### src/rtl/vid_ramp.sv
module vid_ramp #(
  parameter int CLK_PER_US = 125,
  parameter int CODE_W     = 7,
  parameter int MAX_CODE   = 76,
  parameter int SEL_W      = 3,
  parameter int DLY_UNIT   = 10
) (
  input  logic              clk,
  input  logic              rst_n,
  input  logic              vid_en,
  input  logic [CODE_W-1:0] target,
  input  logic [SEL_W-1:0]  rise_sel,
  input  logic [SEL_W-1:0]  fall_sel,
  input  logic [1:0]        dly_sel,
  input  logic              ss_done,
  input  logic              below_low,
  input  logic              above_mid,
  input  logic              above_high,
  output logic [CODE_W-1:0] code,
  output logic              busy,
  output logic              pg
);
  localparam int PS_W  = $clog2(CLK_PER_US + 1);
  localparam int DLY_W = $clog2(4 * DLY_UNIT + 1);

  logic [PS_W-1:0]   ps;
  logic [CODE_W-1:0] tgt;
  logic [SEL_W-1:0]  scnt;
  logic [DLY_W-1:0]  dcnt, dly;
  logic              tick, up, dropped;
  logic [SEL_W-1:0]  ivl;

  assign tick = (ps == PS_W'(CLK_PER_US - 1));
  assign busy = (code != tgt);
  assign up   = (tgt > code);
  assign ivl  = up ? rise_sel : fall_sel;
  assign dly  = (dly_sel == 2'd0) ? '0 : DLY_W'(DLY_UNIT << (dly_sel - 2'd1));

  always_ff @(posedge clk or negedge rst_n)
    if (!rst_n)    ps <= '0;
    else if (tick) ps <= '0;
    else           ps <= ps + 1'b1;

  always_ff @(posedge clk or negedge rst_n)
    if (!rst_n)
      tgt <= '0;
    else if (vid_en && target <= CODE_W'(MAX_CODE))
      tgt <= target;

  always_ff @(posedge clk or negedge rst_n)
    if (!rst_n) begin
      code <= '0;
      scnt <= '0;
    end else if (!busy) begin
      scnt <= '0;
    end else if (tick) begin
      if (scnt >= ivl) begin
        scnt <= '0;
        code <= up ? code + 1'b1 : code - 1'b1;
      end else begin
        scnt <= scnt + 1'b1;
      end
    end

  always_ff @(posedge clk or negedge rst_n)
    if (!rst_n) begin
      pg      <= 1'b0;
      dropped <= 1'b0;
      dcnt    <= '0;
    end else if (!ss_done) begin
      pg      <= 1'b0;
      dropped <= 1'b0;
      dcnt    <= '0;
    end else if (!pg) begin
      dcnt <= '0;
      if (dropped ? above_high : above_mid) pg <= 1'b1;
    end else if (!below_low) begin
      dcnt <= '0;
    end else if (dly == '0 || (tick && dcnt == dly - 1'b1)) begin
      pg      <= 1'b0;
      dropped <= 1'b1;
      dcnt    <= '0;
    end else if (tick) begin
      dcnt <= dcnt + 1'b1;
    end
endmodule

### config.mk
export PLATFORM = sky130hd
export DESIGN_NAME = vid_ramp
export DESIGN_NICKNAME = d
export VERILOG_FILES = /design/src/rtl/vid_ramp.sv
export SDC_FILE = /design/constraint.sdc
export NUM_CORES = 1
export LEC_CHECK = 0
export CAP_MARGIN = 20
export CORE_ASPECT_RATIO = 1.2
export CORE_UTILIZATION = 25
export DETAILED_ROUTE_END_ITERATION = 10
export PLACE_DENSITY = 0.4
export SETUP_SLACK_MARGIN = 0.4
export SLEW_MARGIN = 20
export SYNTH_ARGS = -nofsm -noshare
export SYNTH_HDL_FRONTEND = slang
export SYNTH_SLANG_ARGS = --single-unit
### constraint.sdc
create_clock -name clk -period 3.5 [get_ports clk]
set_input_delay 0.7 -clock clk [delete_from_list [all_inputs] [get_ports clk]]
set_output_delay 0.7 -clock clk [all_outputs]
set_load 0.01 [all_outputs]
-- Word-level counts from Yosys, hierarchy flattened
Cells that the tools add are included.
- logic and storage cells: 55
- output and inout bits: 9
- bits in registers: 32
- $lt $le $gt $ge: 3
- shifts and indexed selects: 1
- add/sub/neg operators: 7
- reduce and logical (&&, ||, !) cells: 7
- mux-type cells: 22
- equality and inequality tests: 8
- operators with widths (kind ; number):
    two-way mux 6 bit ; 6
    adder 7 x 1 -> 7 bit, second input constant ; 2
    two-way mux 7 bit ; 2
    two-way mux 3 bit ; 4
    two-way mux 1 bit ; 10
    != test 2 x 1 -> 1 bit, second input constant ; 4
    equality test 7 bit, second input constant ; 1
    greater-than comparator 7 bit ; 1
    less-or-equal comparator 7 bit, second input constant ; 1
    != test 7 bit ; 1
    subtractor 7 x 1 -> 7 bit, second input constant ; 1
    adder 6 x 1 -> 6 bit, second input constant ; 1
    equality test 6 bit ; 1
    zero test 6 bit ; 1
    AND reduction 3 bit ; 2
    left shift 4 x 2 -> 6 bit, first input constant ; 1
    subtractor 6 x 1 -> 6 bit, second input constant ; 1
    != test 5 x 3 -> 1 bit, second input constant ; 1
    adder 3 x 1 -> 3 bit, second input constant ; 1
    >= comparator 3 bit ; 1
    logical AND 1 bit ; 2
    zero test 2 bit ; 1
    subtractor 2 x 1 -> 2 bit, second input constant ; 1
    logical OR 1 bit ; 1

-- Logic depth before layout (Yosys ltp)
- depth after elaboration: 11
- gate-level depth with buffers: 15
- gate-level depth less buffers: 14

-- Worst setup path before layout
No wires, ideal clock.
- path kind: register to register
- from: register code[4]
- to: register code[0]
- path buffers: 1
- path slack: 0.569 ns
- setup time: 0.131 ns
- cell stages (with the launch flop): 13
- period minus slack after synthesis: 2.931 ns
- arrival time: 2.799 ns
- cell sequence: dfrtp_1 -> inv_1 -> ha_1 -> a211oi_1 -> nor2_1 -> o31ai_4 -> mux2_2 -> ha_1 -> o21ai_0 -> a21o_1 -> nor3_2 -> buf_4 -> xor2_1
- word-level cells in the longest chain between the ends: 4
- elaborated cells on any way between the ends: 6
- those cells by class: 2 x order compare; 1 x eq/ne; 2 x mux; 1 x reduce/logical
- ends and longest elaborated chain (element ; line ; text):
    start, declared ; 19 ; output logic [CODE_W-1:0] code,
    start signal, assigned ; 59 ; code <= up ? code + 1'b1 : code - 1'b1;
    greater-than comparator 7 bit ; 35 ; assign up = (tgt > code);
    two-way mux 3 bit ; 36 ; assign ivl = up ? rise_sel : fall_sel;
    >= comparator 3 bit ; 57 ; if (scnt >= ivl) begin
    AND reduction 3 bit (no line) ; - ;
Parallel ways exist; a longest one is shown, timed or not.
A chain may end at the register's enable or synchronous reset.

-- Final worst setup path
- from: register code[2]
- to: register code[6]
Same word-level chain as after synthesis.

==> reports/metrics.yaml <==
ys_seq_area_frac: 0.414
finalClockSkew_ns: 0.0113
crit_path_end_kind: "register"
rsz0062_at_grt: "false"
worstPathArrival_ns: 3.08
ioPinCount: 31
finalHoldViolCount: 0
clk_pin_slew_ns: 0.07
syn_nets: 237
syn2layout_area_growth_pct: 29.4
cp.required_ns: 3.67
setup_tns_ns: 0
grt_pass1_wl_um: 6440
ys_types: 35
vias: 1471
clk_latency_ns: 0.28
hold_start: "ps[0]"
post_dp_cell_area_um2: 2350
wl_per_cell_um: 12.5
regToRegStartpoint: "code[2]"
fill_cells: 783
synth_warnings: 0
io_buffers: 30
final_max_slew_viol_count: 0
fin_area_um2: 2500
route.detailed.drc: 0
max_slew.worst_pin.slew_ns: 0.441
p_leak_nw: 1.08
num_antenna_cells: 0
ctsHoldBuffers: 0
grt_start_max_net_pins: 33
syn_area_per_cell_um2: 10.0
drt_iter0_drc: 36
root_buffer: "clkbuf_8"
grt.overflow.total: 0
start_kind: "register"
grt_pass1_vias: 1424
fin_crit_sh: 0.830
ant_nets: 0
powerDensity_nw_per_um2: 412
syn_inst: 193
core_um2: 7360
final_cell_mix: "32 x dfrtp_1, 30 x clkdlybuf4s50_1, 21 x ha_1"
finalPower_mw: 1.03
track_usage: 0.106
htreeDepth: 2
async_flop_share: 1.00
antenna_found_initial: 0
cts-buffers-inserted: 5
status: "complete, no violations"
dieArea_um2: 8100
first_pass_iters: 4
synth_seq_cells: 32
tritoncts: "built"
die_y_um: 98.4
synth_area_um2: 1930
fmaxAchievable_ghz: 0.344
gp_congestion: 0.674
slew_headroom: 0.706
multi_input_area_um2: 1080
register_area_um2: 801
maxCapViolations: 0
synth_edf_count: 0
path_max_fanout: 12
yosys_most_used_dff: "dfrtp_1"
postRouteWirelength_um: 4050
vias_per_cell: 4.54
mostFrequentLayoutCell: "dfrtp_1"
nNetsFinal: 278
rows: 34
die_w_um: 82.3
min_period_ns: 2.90
finalSetupViolCount: 0
hold_path_class: "reg2reg"
cts_sinks: 32
worstSetupPathType: "reg2reg"
peakVddDrop_v: 0.000148
cp-startpoint: "code[2]"
start_util: 0.263
hpwlAfterDp_um: 2980
cts.path.max_buffers: 2
layout-drive-gt1-share: 0.141
metal layers:
metal	share of wire	GRT usage	up-vias
met3	0.049	0.0290	5
li1	-	-	752
met2	0.47	0.167	30
met4	0.015	0.0405	0
met5	0	0	-
met1	0.47	0.137	684
power breakdown:
part	leakage, nW	internal [mW]	switching, mW
Combinational	0.638	0.149	0.146
Clock	0.0503	0.175	0.137
Sequential	0.392	0.398	0.0259
cell usage after synthesis, types with 2 or more instances:
master / number / area, um^2
nor2_2: 2 / 12.5
nand2_1: 19 / 71.3
ha_1: 21 / 263
dfrtp_1: 32 / 801
nand3b_1: 2 / 15.0
o21ai_0: 14 / 70.1
nand4_1: 3 / 18.8
a21oi_1: 12 / 60.1
xor2_1: 8 / 70.1
mux2i_1: 2 / 20.0
nor2_1: 17 / 63.8
nand3_1: 5 / 25.0
xnor2_1: 8 / 70.1
a21o_1: 3 / 22.5
a211oi_1: 2 / 15.0
inv_1: 15 / 56.3
o211ai_1: 2 / 15.0
and4_4: 2 / 22.5
mux2_2: 8 / 90.1
cell families (layout without fill, tap and decap cells):
group,Yosys count,after routing,share of synthesized area
flops,32,32,0.414
mux,10,10,0.0569
simple gates,57,57,0.149
compound gates,39,39,0.125
buf+inv,17,58,0.0356
xor+xnor,16,16,0.0724
fa+ha+maj,22,22,0.146
worst paths after layout:
kind / end / slack [ns] / cells after the start
max: code[6] / 0.60 / 13
min: ps[0] / 0.48 / 1
max reg2reg: code[6] / 0.60 / 13
min reg2reg: ps[0] / 0.48 / 1
max in group asynchronous: scnt[2] / 2.36 / 2
min in group asynchronous: tgt[2] / 0.82 / 2
worst max-delay path: stages (launching register included):
cell and delay [ns]:
dfrtp_1 0.37, inv_1 0.06, ha_1 0.32, a21oi_1 0.19, a21oi_2 0.10, o31ai_4 0.34, mux2_2 0.38, ha_1 0.27
o21ai_1 0.08, a21o_1 0.19, nor3_2 0.13, buf_6 0.17, nand2_1 0.07, xnor2_1 0.12
area by class of cell:
| type | instances | share of cell area |
|---|---|---|
| Sequential cell | 32 | 0.320 |
| Tap cell | 90 | 0.0450 |
| Inverter | 15 | 0.0225 |
| Multi-Input combinational cell | 144 | 0.433 |
| Timing Repair Buffer | 36 | 0.141 |
| Clock buffer | 7 | 0.0385 |
per-stage QoR:
step / worst slack (ns) / instances / hold slack (ns) / utilization
finish: 0.596 / 324 / 0.479 / 0.340
floorplan: 0.569 / 193 / 0.404 / -
global route: 0.428 / 324 / 0.536 / 0.340
global placement: 0.278 / 313 / 0.473 / 0.319
CTS: 0.436 / 322 / 0.482 / 0.334
detailed placement: 0.246 / 313 / 0.473 / 0.319
sequential cells by signal, summed over array words and instances (netlist names):
register  cells
ps            7
dcnt          6
pg            1
code          7
tgt           7
dropped       1
scnt          3
repair_timing:
item,in CTS,in global routing
setup buffers,2,2
setup endpoints to repair,8,8
resized for setup,0,7
cloned,0,0
pin swaps,1,2
(Power assumes the default switching activity.)
